===== config.mk =====
export PLATFORM = sky130hd
export DESIGN_NAME = irq_aggr_top
export DESIGN_NICKNAME = d
export VERILOG_FILES = /design/src/rtl/irq_aggr_pkg.sv /design/src/rtl/irq_sync.sv /design/src/rtl/irq_regs.sv /design/src/rtl/irq_route.sv /design/src/rtl/irq_aggr_top.sv
export SDC_FILE = /design/constraint.sdc
export NUM_CORES = 1
export LEC_CHECK = 0
export ABC_AREA = 1
export BUFFER_PORTS_ARGS = -buffer_cell sky130_fd_sc_hd__buf_2
export CAP_MARGIN = 20
export CELL_PAD_IN_SITES_DETAIL_PLACEMENT = 1
export CELL_PAD_IN_SITES_GLOBAL_PLACEMENT = 1
export CORE_UTILIZATION = 41
export CTS_CLUSTER_DIAMETER = 60
export DETAILED_ROUTE_END_ITERATION = 8
export PLACE_DENSITY_LB_ADDON = 0.12
export SKIP_LAST_GASP = 1
export SYNTH_ARGS = -nofsm -noshare
export SYNTH_HDL_FRONTEND = slang
export SYNTH_SLANG_ARGS = --single-unit

===== constraint.sdc =====
create_clock -name clk -period 2.55 [get_ports clk]
set_clock_uncertainty 0.05 [all_clocks]
set_input_delay 0.255 -clock clk [delete_from_list [all_inputs] [get_ports clk]]
set_output_delay 0.255 -clock clk [all_outputs]
set_load 0.01 [all_outputs]

===== src/rtl/irq_aggr_pkg.sv =====
package irq_aggr_pkg;
  localparam int GRP_W      = 8;
  localparam int NUM_GRP    = 4;
  localparam int NUM_SRC    = GRP_W * NUM_GRP;
  localparam int NUM_LINES  = 12;
  localparam int LINE_IDX_W = $clog2(NUM_LINES + 1);
  localparam int SRC_IDX_W  = $clog2(NUM_SRC);
  localparam int GSEL_W     = $clog2(NUM_GRP);
  localparam int BSEL_W     = $clog2(GRP_W);
  localparam int ADDR_W     = 4;

  // level each status bit rests at when its source is idle
  function automatic logic [GRP_W-1:0] idle_level(input int g);
    case (g)
      1:       return 8'hBE;
      2:       return 8'hFC;
      3:       return 8'hF7;
      default: return 8'h00;
    endcase
  endfunction

  // status group feeding each first-level line
  function automatic logic [GSEL_W-1:0] line_group(input int k);
    case (k)
      0, 1, 5, 11: return 2'd2;
      2, 3, 10:    return 2'd3;
      4, 6, 8, 9:  return 2'd1;
      default:     return 2'd0;
    endcase
  endfunction

  // bits of that group routed to the line
  function automatic logic [GRP_W-1:0] line_sel(input int k);
    case (k)
      0, 8:    return 8'h40;
      1, 9:    return 8'h80;
      2:       return 8'h08;
      3, 4:    return 8'h01;
      5:       return 8'h3C;
      6:       return 8'h3E;
      7:       return 8'hFF;
      10:      return 8'h06;
      11:      return 8'h03;
      default: return 8'h00;
    endcase
  endfunction
endpackage


===== src/rtl/irq_sync.sv =====
module irq_sync #(
  parameter int W = 32
) (
  input  logic         clk,
  input  logic         rst,
  input  logic [W-1:0] d,
  output logic [W-1:0] q
);
  logic [W-1:0] meta_q;

  always_ff @(posedge clk) begin
    if (rst) begin
      meta_q <= '0;
      q      <= '0;
    end else begin
      meta_q <= d;
      q      <= meta_q;
    end
  end
endmodule


===== src/rtl/irq_regs.sv =====
module irq_regs
  import irq_aggr_pkg::*;
(
  input  logic                 clk,
  input  logic                 rst,
  input  logic [ADDR_W-1:0]    addr,
  input  logic                 wr,
  input  logic [GRP_W-1:0]     wdata,
  input  logic [NUM_SRC-1:0]   stat,
  output logic [NUM_SRC-1:0]   l2_mask,
  output logic [NUM_LINES-1:0] l1_mask,
  output logic [GRP_W-1:0]     rdata
);
  localparam int L1_HI_W = NUM_LINES - GRP_W;

  logic [GRP_W-1:0] rd_nxt;
  logic [1:0]       gsel;

  assign gsel = addr[1:0];

  always_ff @(posedge clk) begin
    if (rst) begin
      l2_mask <= '1;
      l1_mask <= '1;
    end else if (wr) begin
      if (addr[3:2] == 2'b01)
        l2_mask[gsel*GRP_W +: GRP_W] <= wdata;
      else if (addr == 4'd8)
        l1_mask[GRP_W-1:0] <= wdata;
      else if (addr == 4'd9)
        l1_mask[NUM_LINES-1:GRP_W] <= wdata[L1_HI_W-1:0];
    end
  end

  always_comb begin
    rd_nxt = '0;
    case (addr[3:2])
      2'b00: rd_nxt = stat[gsel*GRP_W +: GRP_W];
      2'b01: rd_nxt = l2_mask[gsel*GRP_W +: GRP_W];
      2'b10: begin
        if (gsel == 2'd0) rd_nxt = l1_mask[GRP_W-1:0];
        else if (gsel == 2'd1) rd_nxt = {{(GRP_W-L1_HI_W){1'b0}}, l1_mask[NUM_LINES-1:GRP_W]};
      end
      default: rd_nxt = '0;
    endcase
  end

  always_ff @(posedge clk) begin
    if (rst) rdata <= '0;
    else     rdata <= rd_nxt;
  end
endmodule


===== src/rtl/irq_route.sv =====
module irq_route
  import irq_aggr_pkg::*;
(
  input  logic [NUM_SRC-1:0]    act,
  input  logic [NUM_SRC-1:0]    l2_mask,
  input  logic [NUM_LINES-1:0]  l1_mask,
  input  logic [LINE_IDX_W-1:0] vec_line,
  output logic [NUM_LINES-1:0]  line_nxt,
  output logic                  vec_valid,
  output logic [SRC_IDX_W-1:0]  vec_num
);
  logic [NUM_SRC-1:0] qual;
  assign qual = act & ~l2_mask;

  for (genvar k = 0; k < NUM_LINES; k++) begin : g_line
    localparam int          GRP = int'(line_group(k));
    localparam logic [7:0]  SEL = line_sel(k);
    assign line_nxt[k] = (|(qual[GRP*GRP_W +: GRP_W] & SEL)) & ~l1_mask[k];
  end

  always_comb begin
    logic [GSEL_W-1:0] g;
    logic [GRP_W-1:0]  hits;
    vec_valid = 1'b0;
    vec_num   = '0;
    g         = '0;
    hits      = '0;
    if (int'(vec_line) < NUM_LINES) begin
      g    = line_group(int'(vec_line));
      hits = qual[g*GRP_W +: GRP_W] & line_sel(int'(vec_line));
      for (int i = GRP_W - 1; i >= 0; i--) begin
        if (hits[i]) begin
          vec_valid = 1'b1;
          vec_num   = {g, BSEL_W'(i)};
        end
      end
    end
  end
endmodule


===== src/rtl/irq_aggr_top.sv =====
module irq_aggr_top
  import irq_aggr_pkg::*;
(
  input  logic                  clk,
  input  logic                  rst,
  input  logic [NUM_SRC-1:0]    src_raw,
  input  logic [ADDR_W-1:0]     reg_addr,
  input  logic                  reg_wr,
  input  logic [GRP_W-1:0]      reg_wdata,
  output logic [GRP_W-1:0]      reg_rdata,
  output logic [NUM_LINES-1:0]  line_irq,
  input  logic [LINE_IDX_W-1:0] vec_line,
  output logic                  vec_valid,
  output logic [SRC_IDX_W-1:0]  vec_num
);
  logic [NUM_SRC-1:0]   stat_sync;
  logic [NUM_SRC-1:0]   idle_vec;
  logic [NUM_SRC-1:0]   act;
  logic [NUM_SRC-1:0]   l2_mask;
  logic [NUM_LINES-1:0] l1_mask;
  logic [NUM_LINES-1:0] line_nxt;

  for (genvar g = 0; g < NUM_GRP; g++) begin : g_idle
    assign idle_vec[g*GRP_W +: GRP_W] = idle_level(g);
  end

  irq_sync #(.W(NUM_SRC)) u_sync (
    .clk (clk), .rst (rst), .d (src_raw), .q (stat_sync)
  );

  assign act = stat_sync ^ idle_vec;

  irq_regs u_regs (
    .clk (clk), .rst (rst), .addr (reg_addr), .wr (reg_wr),
    .wdata (reg_wdata), .stat (stat_sync), .l2_mask (l2_mask),
    .l1_mask (l1_mask), .rdata (reg_rdata)
  );

  irq_route u_route (
    .act (act), .l2_mask (l2_mask), .l1_mask (l1_mask),
    .vec_line (vec_line), .line_nxt (line_nxt),
    .vec_valid (vec_valid), .vec_num (vec_num)
  );

  always_ff @(posedge clk) begin
    if (rst) line_irq <= '0;
    else     line_irq <= line_nxt;
  end
endmodule


======== Word level (Yosys, flattened, before mapping) ========
Memories as Yosys holds them, arrays and structs flattened.
Cells that the tools add are included.
storage, ports and cells
  register bits ........................... 128
  bits in read-only memories .............. 160
  bits of input ports ..................... 51
  memories kept ........................... 2
memory list
  name             words  bits a word  read ports  clocked after memory_dff  wr ports  line                text
  (no name shown)  16     8            1           0                         0         irq_aggr_pkg.sv:34  case (k)
  (no name shown)  16     2            1           0                         0         irq_aggr_pkg.sv:24  case (k)
cells by class
  add/subtract/negate cells ............... 1
  magnitude comparators ................... 1
  equal/unequal tests ..................... 5
  shifts and indexed selects .............. 5
  muxes and demuxes ....................... 24
  bitwise operators ....................... 30
  reductions and logical operators ........ 10
operator list
  cell                                                                     count
  32-bit by 6-bit indexed part select with 8-bit output                    3
  5-bit 2-to-1 mux                                                         9
  5-bit negation with 34-bit output                                        1
  8-bit by 34-bit variable shift with 32-bit output, first input constant  1
  8-bit by 34-bit indexed part select with 32-bit output                   1
  32-bit AND                                                               1
  32-bit bitwise mux                                                       1
  32-bit inverter                                                          1
  8-bit case mux with 3 select lines                                       1
  19-bit inverter                                                          1
  8-bit 2-to-1 mux                                                         2
  1-bit inverter                                                           14
  1-bit AND                                                                12
  1-bit 2-to-1 mux                                                         9
  8-bit AND                                                                1
  4-bit equality test, second input constant                               2
  8-bit OR reduction                                                       1
  5-bit OR reduction                                                       1
  2-bit by 1-bit equality test with 1-bit output, second input constant    2
  2-bit zero test                                                          2
  4-bit less-than comparator, second input constant                        1
  4-bit 2-to-1 mux                                                         1
  4-bit AND reduction                                                      1
  2-bit OR reduction                                                       2
  other kinds (5)                                                          5

======== Longest topological paths before layout ========
Gate-level depths: netlist of run 1.
  depth in word-level cells ............... 13
  depth in mapped cells ................... 15
  mapped depth without buffers ............ 14

======== Cells and area by module ========
Synthesis of run 1 repeated with hierarchy kept, for this count alone.
second synthesis, totals
  cells, all modules ...................... 859
  area, all modules ....................... 6042.0 um2
modules (own cells, without submodules)
  module        instances  cells an instance  area each (um2)  sequential area each (um2)
  irq_regs      1          409                2845.2           1041.0
  irq_sync      1          199                1840.5           1281.2
  irq_route     1          195                943.4            0.0
  irq_aggr_top  1          56                 412.9            240.2

======== Worst setup path before layout of run 1 ========
Ideal clock, no wire load.
  path type ............................... input-to-reg
  start point ............................. input reg_addr[1]
  end point ............................... register u_regs.l2_mask[2]
  data arrival time ....................... 2001 ps
  data required time ...................... 2426 ps
  setup slack ............................. 424 ps
  stages .................................. 7
  cells stage by stage .................... clkbuf_1 -> clkinv_1 -> ha_1 -> clkbuf_1 -> nor3_1 -> a31oi_1 -> o21ai_0
between the ends
  cells in the longest elaborated chain, start to end .. 3
  elaborated cells between the ends (all ways) .. 4
  classes of those cells .................. add/sub (1); shift (2); mux (1)
RTL lines
  what                                                                                                                         line               text
  start: declaration                                                                                                           irq_aggr_top.sv:7  input logic [ADDR_W-1:0] reg_addr,
  5-bit negation with 34-bit output (*)                                                                                        irq_regs.sv:27     l2_mask[gsel*GRP_W +: GRP_W] <= wdata;
  8-bit by 34-bit indexed part select with 32-bit output or 8-bit by 34-bit variable shift with 32-bit output (tied branches)  irq_regs.sv:27
  32-bit bitwise mux (*)                                                                                                       irq_regs.sv:27
  end signal: indexed assignment                                                                                               irq_regs.sv:27
  end: declaration                                                                                                             irq_regs.sv:10     output logic [NUM_SRC-1:0] l2_mask,
Mark *: on every way between the ends. The rest lies on a longest branch, timed or not.
A chain may end at the register's enable or synchronous reset.

======== Worst setup path in the final report of run 1 ========
  start point ............................. input vec_line[0]
  end point ............................... output vec_num[3]
between the ends
  cells in the longest elaborated chain, start to end .. 13
  elaborated cells between the ends (all ways) .. 16
  classes of those cells .................. order compare (1); shift (1); mux (11); bitwise (1); memory (2)
RTL lines
  what                                                   line                text
  start: declaration                                     irq_aggr_top.sv:12  input logic [LINE_IDX_W-1:0] vec_line,
  memory read 16 x 2 bit                                 n/a
  2-bit 2-to-1 mux                                       irq_route.sv:28     if (int'(vec_line) < NUM_LINES) begin
  32-bit by 6-bit indexed part select with 8-bit output  irq_route.sv:30     hits = qual[g*GRP_W +: GRP_W] & line_sel(int'(vec_line));
  8-bit AND                                              irq_route.sv:30
  5-bit 2-to-1 mux (8 in a row)                          irq_route.sv:32     if (hits[i]) begin
  5-bit 2-to-1 mux (*)                                   irq_route.sv:28
  end: declaration                                       irq_aggr_top.sv:14  output logic [SRC_IDX_W-1:0] vec_num
Mark *: on every way between the ends. The rest lies on a longest branch, timed or not. The select of a mux whose other input is x is not followed.

==> flow_summary.json, run 1 <==
{
  "rows": 41,
  "die_x_um": 117.2,
  "routed_wirelength_um": 18310,
  "slew_viol_final": 0,
  "cts_tree": "built",
  "crit_required_ps": 2250,
  "antennaDiodeCount": 0,
  "mostFrequentLayoutCells": "dfxtp_1, inv_1, nor2_1",
  "synth_cells": 737,
  "tightest_slew_ps": 844.4,
  "fin_crit_ps": 2375,
  "ir_drop_uv": 498.0,
  "syn2layout_area_growth_pct": 26.52,
  "holdPathStages": 3,
  "synthDistinctLibCells": 35,
  "num_vias": 5425,
  "cp_data_arrival_time_ps": 2070,
  "ys_ff_latch": 128,
  "die_h_um": 117.2,
  "cp_max_fo": 19,
  "r2r_setup_slack_ps": 1020,
  "layout_commonest_cell": "dfxtp_1",
  "viasPerCell": 5.277,
  "power.leakage_uw": 0.003283,
  "final-hold-violation-count": 1,
  "dp_hpwl_um": 13380,
  "finalSetupViolations": 0,
  "status": "finished, violations left",
  "grt_max_degree": 97,
  "synthArstFlopShare_pct": 0,
  "start_util_pct": 42.63,
  "worstReg2RegStart": "u_regs.l2_mask[20]",
  "grt_overflow": 0,
  "power_density_nw_per_um2": 717.0,
  "violations": "negative hold slack",
  "grt_pass1_wl_um": 28120,
  "clkSinkCount": 128,
  "path_class": "in -> out",
  "ys.flop_type": "dfxtp_1",
  "drt_first_iter_violations": 339,
  "endpoint_kind": "primary output",
  "cp-start-kind": "input pin",
  "firstDrtPassIters": 5,
  "root_buffer": "clkbuf_16",
  "cts.clk_slew.worst_paths_ps": 60,
  "clk_path_buf_depth": 2,
  "min_to": "u_sync.meta_q[3]",
  "cap_violations": 0,
  "grt_pass1_vias": 5450,
  "dieArea_um2": 13750,
  "nets": 905,
  "total_power_uw": 4939,
  "gp_congestion": 0.9200,
  "pre_cts_ws_ps": 154.9,
  "syn_area_per_cell_um2": 7.388,
  "yosys_warnings": 0,
  "synth_edf_count": 0,
  "clk_latency_ps": 420,
  "worst_slack_ps": 175.1,
  "io_pins": 77,
  "wl_per_cell_um": 17.81,
  "synth_area_um2": 5445,
  "ys_seq_area_share_pct": 47.06,
  "route.detailed.drc": 0,
  "synth.net_count": 799,
  "timing.hold.ws_ps": -2.561,
  "antenna_found_initial": 0,
  "drive_gt1_share_pct": 16.71,
  "reg2reg_depth": 3,
  "clock_tree.htree_level_count": 4,
  "fmax_mhz": 421.1,
  "r2r_end": "line_irq[5]",
  "core_um2": 12770,
  "slew_headroom_pct": 43.27,
  "hp-start": "src_raw[3]",
  "antenna_left": 0,
  "holdCritPathClass": "in -> reg",
  "min_period_over_period_pct": 93.13,
  "grt_use_total_pct": 28.15,
  "numCtsBuffers": 17,
  "port_buffers": 76,
  "setup-tns-final_ps": 0
}
[per-stage QoR]
step	std cells	hold WS (ps)	instance area [µm²]	util (%)
6_report	1028	-2.561	6889	53.93
5_1_grt	1028	13.07	6889	53.93
4_1_cts	1028	0.5403	6878	53.84
3_5_place_dp	968	349.6	6031	47.21
3_3_place_gp	968	343.8	6031	47.21
2_1_floorplan	737	312.0	5445	-
[sequential cells by signal, summed over array words and instances (netlist names)]
name            cells
u_regs.l2_mask     32
u_sync.meta_q      32
u_sync.q           32
line_irq           12
u_regs.l1_mask     12
u_regs.rdata        8
[synthesized netlist by cell type, drive strengths merged (6+ instances only)]
cell | instances | area [µm²]
o221ai | 10 | 87.58
a21oi | 35 | 175.2
a31oi | 12 | 75.07
or2 | 6 | 37.54
dfxtp | 128 | 2562
nor3 | 20 | 110.1
o21ai | 60 | 304.0
clkbuf | 23 | 86.33
inv | 121 | 454.2
buf | 10 | 56.29
nand2 | 97 | 374.1
o211ai | 21 | 157.7
nor2 | 112 | 425.4
nand3 | 55 | 287.8
ha | 11 | 137.6
[repair_timing]
item | in CTS | in global routing
endpoints found under the hold margin | 28 | 0
buffers inserted | 0 | 0
setup endpoints to repair | 0 | 4
hold buffers | 28 | 0
gates resized for setup | 0 | 2
[logic make-up (layout without fill, tap and decap cells)]
kind of cell             after synthesis  in the layout  share of synthesized area, %
AND/OR/NAND/NOR                      295            295                         23.25
buffers and inverters                156            275                         11.10
AO/OA/AOI/OAI                        147            147                         16.06
flip-flops                           128            128                         47.06
adder cells (fa/ha/maj)               11             11                         2.528
[where the power goes]
part | switching (µW) | internal (µW)
Sequential | 37.3 | 2070
Combinational | 327 | 193
Clock | 917 | 1390
[worst max path at each step]
stage	from	endpoint	slack (ps)
2_1_floorplan	reg_addr[1]	u_regs.l2_mask[2]	420
3_3_place_gp	vec_line[0]	vec_num[4]	280
3_5_place_dp	vec_line[0]	vec_num[3]	150
4_1_cts	vec_line[0]	vec_num[3]	150
5_1_grt	vec_line[0]	vec_num[3]	-2
6_report	vec_line[0]	vec_num[3]	180
[worst max-delay path: stages]
cell,delay (ps)
buf_2,140
ha_1,230
o21ai_4,210
nand2_4,170
inv_2,190
o21ai_0,110
nand3_1,80
nand2_1,50
nand2_1,90
nand2_1,90
nor2_2,190
a21oi_1,110
buf_2,150
[layout make-up]
type,count,area [µm²]
Multi-Input combinational cell,453,2290
Sequential cell,128,2562
Inverter,123,461.7
Fill cell,1623,5884
Timing Repair Buffer,120,793.3
Clock inverter,12,110.1
Tap cell,172,215.2
Clock buffer,20,456.7
[layer usage]
layer	GRT usage, %	part of all wire, %
met1	33.75	42
met2	47.84	49
met3	4.995	4.7
met4	15.36	4.2
met5	0	0
Note: power is estimated with default switching activity, not from simulation.
==> run 2, diff against run 1 <==
Settings changed: ABC_AREA 1 to not set, CORE_UTILIZATION 41 to 45.
==> run 2 against run 1 <==
Effect of this change: the run ends with design-rule violations, negative setup slack left; cell count is 23% lower; fmax is 7.6% lower; sequential share of layout area shrank 2.1 points; largest cell class is now multi-input gates.
==> flow_summary.json, run 2 <==
{
  "synthTopCellsByArea": "dfxtp_1, nor2b_1, mux4_2, a221o_1, nand2_1",
  "dp.cells": 723,
  "fin_crit_ps": 2571,
  "io_pins": 77,
  "clk_latency_ps": 420,
  "violations": "design-rule violations, negative setup slack",
  "holdCritPathClass": "in -> reg",
  "drive_gt1_share_pct": 34.11,
  "cp_max_fo": 2,
  "antenna_left": 0,
  "ys_seq_area_share_pct": 47.21,
  "ir_drop_uv": 479.4,
  "syn2layout_area_growth_pct": 34.69,
  "clock_tree.htree_level_count": 4,
  "port_buffers": 76,
  "holdPathStages": 2,
  "cts.clk_slew.worst_paths_ps": 60,
  "routed_wirelength_um": 17040,
  "root_buffer": "clkbuf_16",
  "synthTopCellsByCount": "dfxtp_1, nor2b_1, nand2_1, a221o_1, nor2_1",
  "synth_top_area_cell": "dfxtp_1",
  "rsz0062_at_grt": "true",
  "synth_edf_count": 0,
  "worstReg2RegStart": "u_sync.q[26]",
  "nets": 694,
  "fmax_mhz": 389.0,
  "cp-start-kind": "register",
  "synth.net_count": 563,
  "r2r_setup_slack_ps": 1030,
  "firstDrtPassIters": 9,
  "antenna_found_initial": 0,
  "route.detailed.drc": 7,
  "cap_violations": 0,
  "min_to": "u_sync.meta_q[15]",
  "power_density_nw_per_um2": 709.4,
  "rows": 39,
  "synth_top_area_share_pct": 47.21,
  "reg2reg_depth": 5,
  "numCtsBuffers": 17,
  "grt_overflow": 0,
  "layout_commonest_cell": "dfxtp_1",
  "start_util_pct": 46.93,
  "timing.hold.ws_ps": 11.71,
  "cts_tree": "built",
  "clkSinkCount": 128,
  "cp_data_arrival_time_ps": 2270,
  "setup-tns-final_ps": -20.97,
  "slew_viol_final": 0,
  "tightest_slew_ps": 882.1,
  "endpoint_kind": "primary output",
  "crit_required_ps": 2250,
  "r2r_end": "u_regs.rdata[2]",
  "power.leakage_uw": 0.002968,
  "wl_per_cell_um": 21.63,
  "synthArstFlopShare_pct": 0,
  "yosys_warnings": 0,
  "final_util_pct": 63.22,
  "die_x_um": 111.8,
  "syn_area_per_cell_um2": 10.83,
  "core_um2": 11560,
  "synth_cells": 501,
  "clk_path_buf_depth": 2,
  "dp_hpwl_um": 11770,
  "ys_ff_latch": 128,
  "num_vias": 4539,
  "drt_first_iter_violations": 278,
  "grt_use_total_pct": 28.26,
  "finalSetupViolations": 1,
  "hp-start": "src_raw[15]",
  "worst_slack_ps": -20.97,
  "pre_cts_ws_ps": -166.9,
  "yosysMostFrequentCell": "dfxtp_1",
  "dieArea_um2": 12500,
  "gp_congestion": 0.9184,
  "slew_headroom_pct": 41.20,
  "viasPerCell": 5.760,
  "synth_area_um2": 5428,
  "reg.largest.list": "u_regs.l2_mask x32, u_sync.meta_q x32, u_sync.q x32",
  "mostFrequentLayoutCells": "dfxtp_1, nor2b_1, buf_2",
  "final_cells": 788,
  "grt_pass1_wl_um": 26030,
  "status": "finished, violations left",
  "ys.flop_type": "dfxtp_1",
  "antennaDiodeCount": 0,
  "grt_pass1_vias": 4730,
  "die_h_um": 111.8,
  "grt_max_degree": 89,
  "min_period_over_period_pct": 100.8,
  "final-hold-violation-count": 0,
  "synthDistinctLibCells": 64,
  "path_class": "reg -> out"
}
==> run 2: cell count changes in the layout (fill, tap and decap cells not counted), moves of 16 or more <==
cell,previous run,this run
nor2_1,110,26
mux4_2,0,16
buf_4,15,35
a221o_1,0,32
o211ai_1,21,1
nor2b_1,0,77
a21oi_1,35,8
nand3_1,54,4
nand2_1,95,39
inv_1,117,5
o21ai_0,55,6
==> run 2: what timing repair did <==
action                     4_1_cts  5_1_grt
hold endpoints to repair        25        0
resized for setup               31       30
setup endpoints to repair        6        6
hold buffers                    25        0
buffers inserted                 2        6
pin swaps                        9       14
cloned                           0        1
==> run 2: worst max-delay path by stage <==
stage,startpoint,endpoint,slack [ps]
3_5_place_dp,vec_line[1],vec_num[4],-170
4_1_cts,vec_line[1],vec_num[0],1
2_1_floorplan,vec_line[1],vec_num[0],310
6_report,u_sync.q[3],vec_num[0],-20
3_3_place_gp,vec_line[1],vec_num[4],-10
5_1_grt,u_sync.q[3],vec_num[0],-100
==> run 2: layout make-up <==
| type | count | area [µm²] |
|---|---|---|
| clock buffers | 17 | 425.4 |
| clock inverters | 15 | 181.4 |
| fillers | 1225 | 4254 |
| inverters | 7 | 28.78 |
| multi-input cells | 335 | 2917 |
| flip-flops and latches | 128 | 2562 |
| well taps | 143 | 178.9 |
| repair buffers | 143 | 1017 |
==> run 2: power breakdown <==
| group | leakage [µW] | switching (µW) | internal (µW) |
|---|---|---|---|
| Combinational | 0.00162 | 311 | 284 |
| Clock | 0.000295 | 931 | 1550 |
| Sequential | 0.00105 | 43.1 | 2070 |
==> run 2: critical path, stage by stage, from the launching register on <==
cell	delay, ps
dfxtp_1	340
nor2b_1	250
mux2i_1	170
a2111oi_4	410
or3b_1	380
o211ai_1	120
buf_2	180
==> run 2: per-layer routing <==
layer	up-vias	global-route usage (%)	part of all wire [%]
li1	2102	-	-
met1	2237	34.80	43
met2	160	45.59	48
met3	40	6.097	4.9
met4	0	16.76	3.5
met5	-	0	0
==> run 2: cells by family after synthesis <==
| logic type | after synthesis | synth area share, % |
|---|---|---|
| flip-flops | 128 | 47.21 |
| AO/OA/AOI/OAI | 102 | 16.97 |
| adder cells (fa/ha/maj) | 11 | 2.536 |
| multiplexers | 26 | 8.506 |
| AND/OR/NAND/NOR | 196 | 21.16 |
| buffers and inverters | 38 | 3.619 |
==> run 2: per-stage QoR <==
stage | area, µm² | total power (µW)
after CTS | 7099 | 5185
final | 7311 | 5186
after detailed placement | 6087 | 2634
after floorplan | 5428 | 2435
after global routing | 7311 | 5378
after global placement | 6087 | 2615
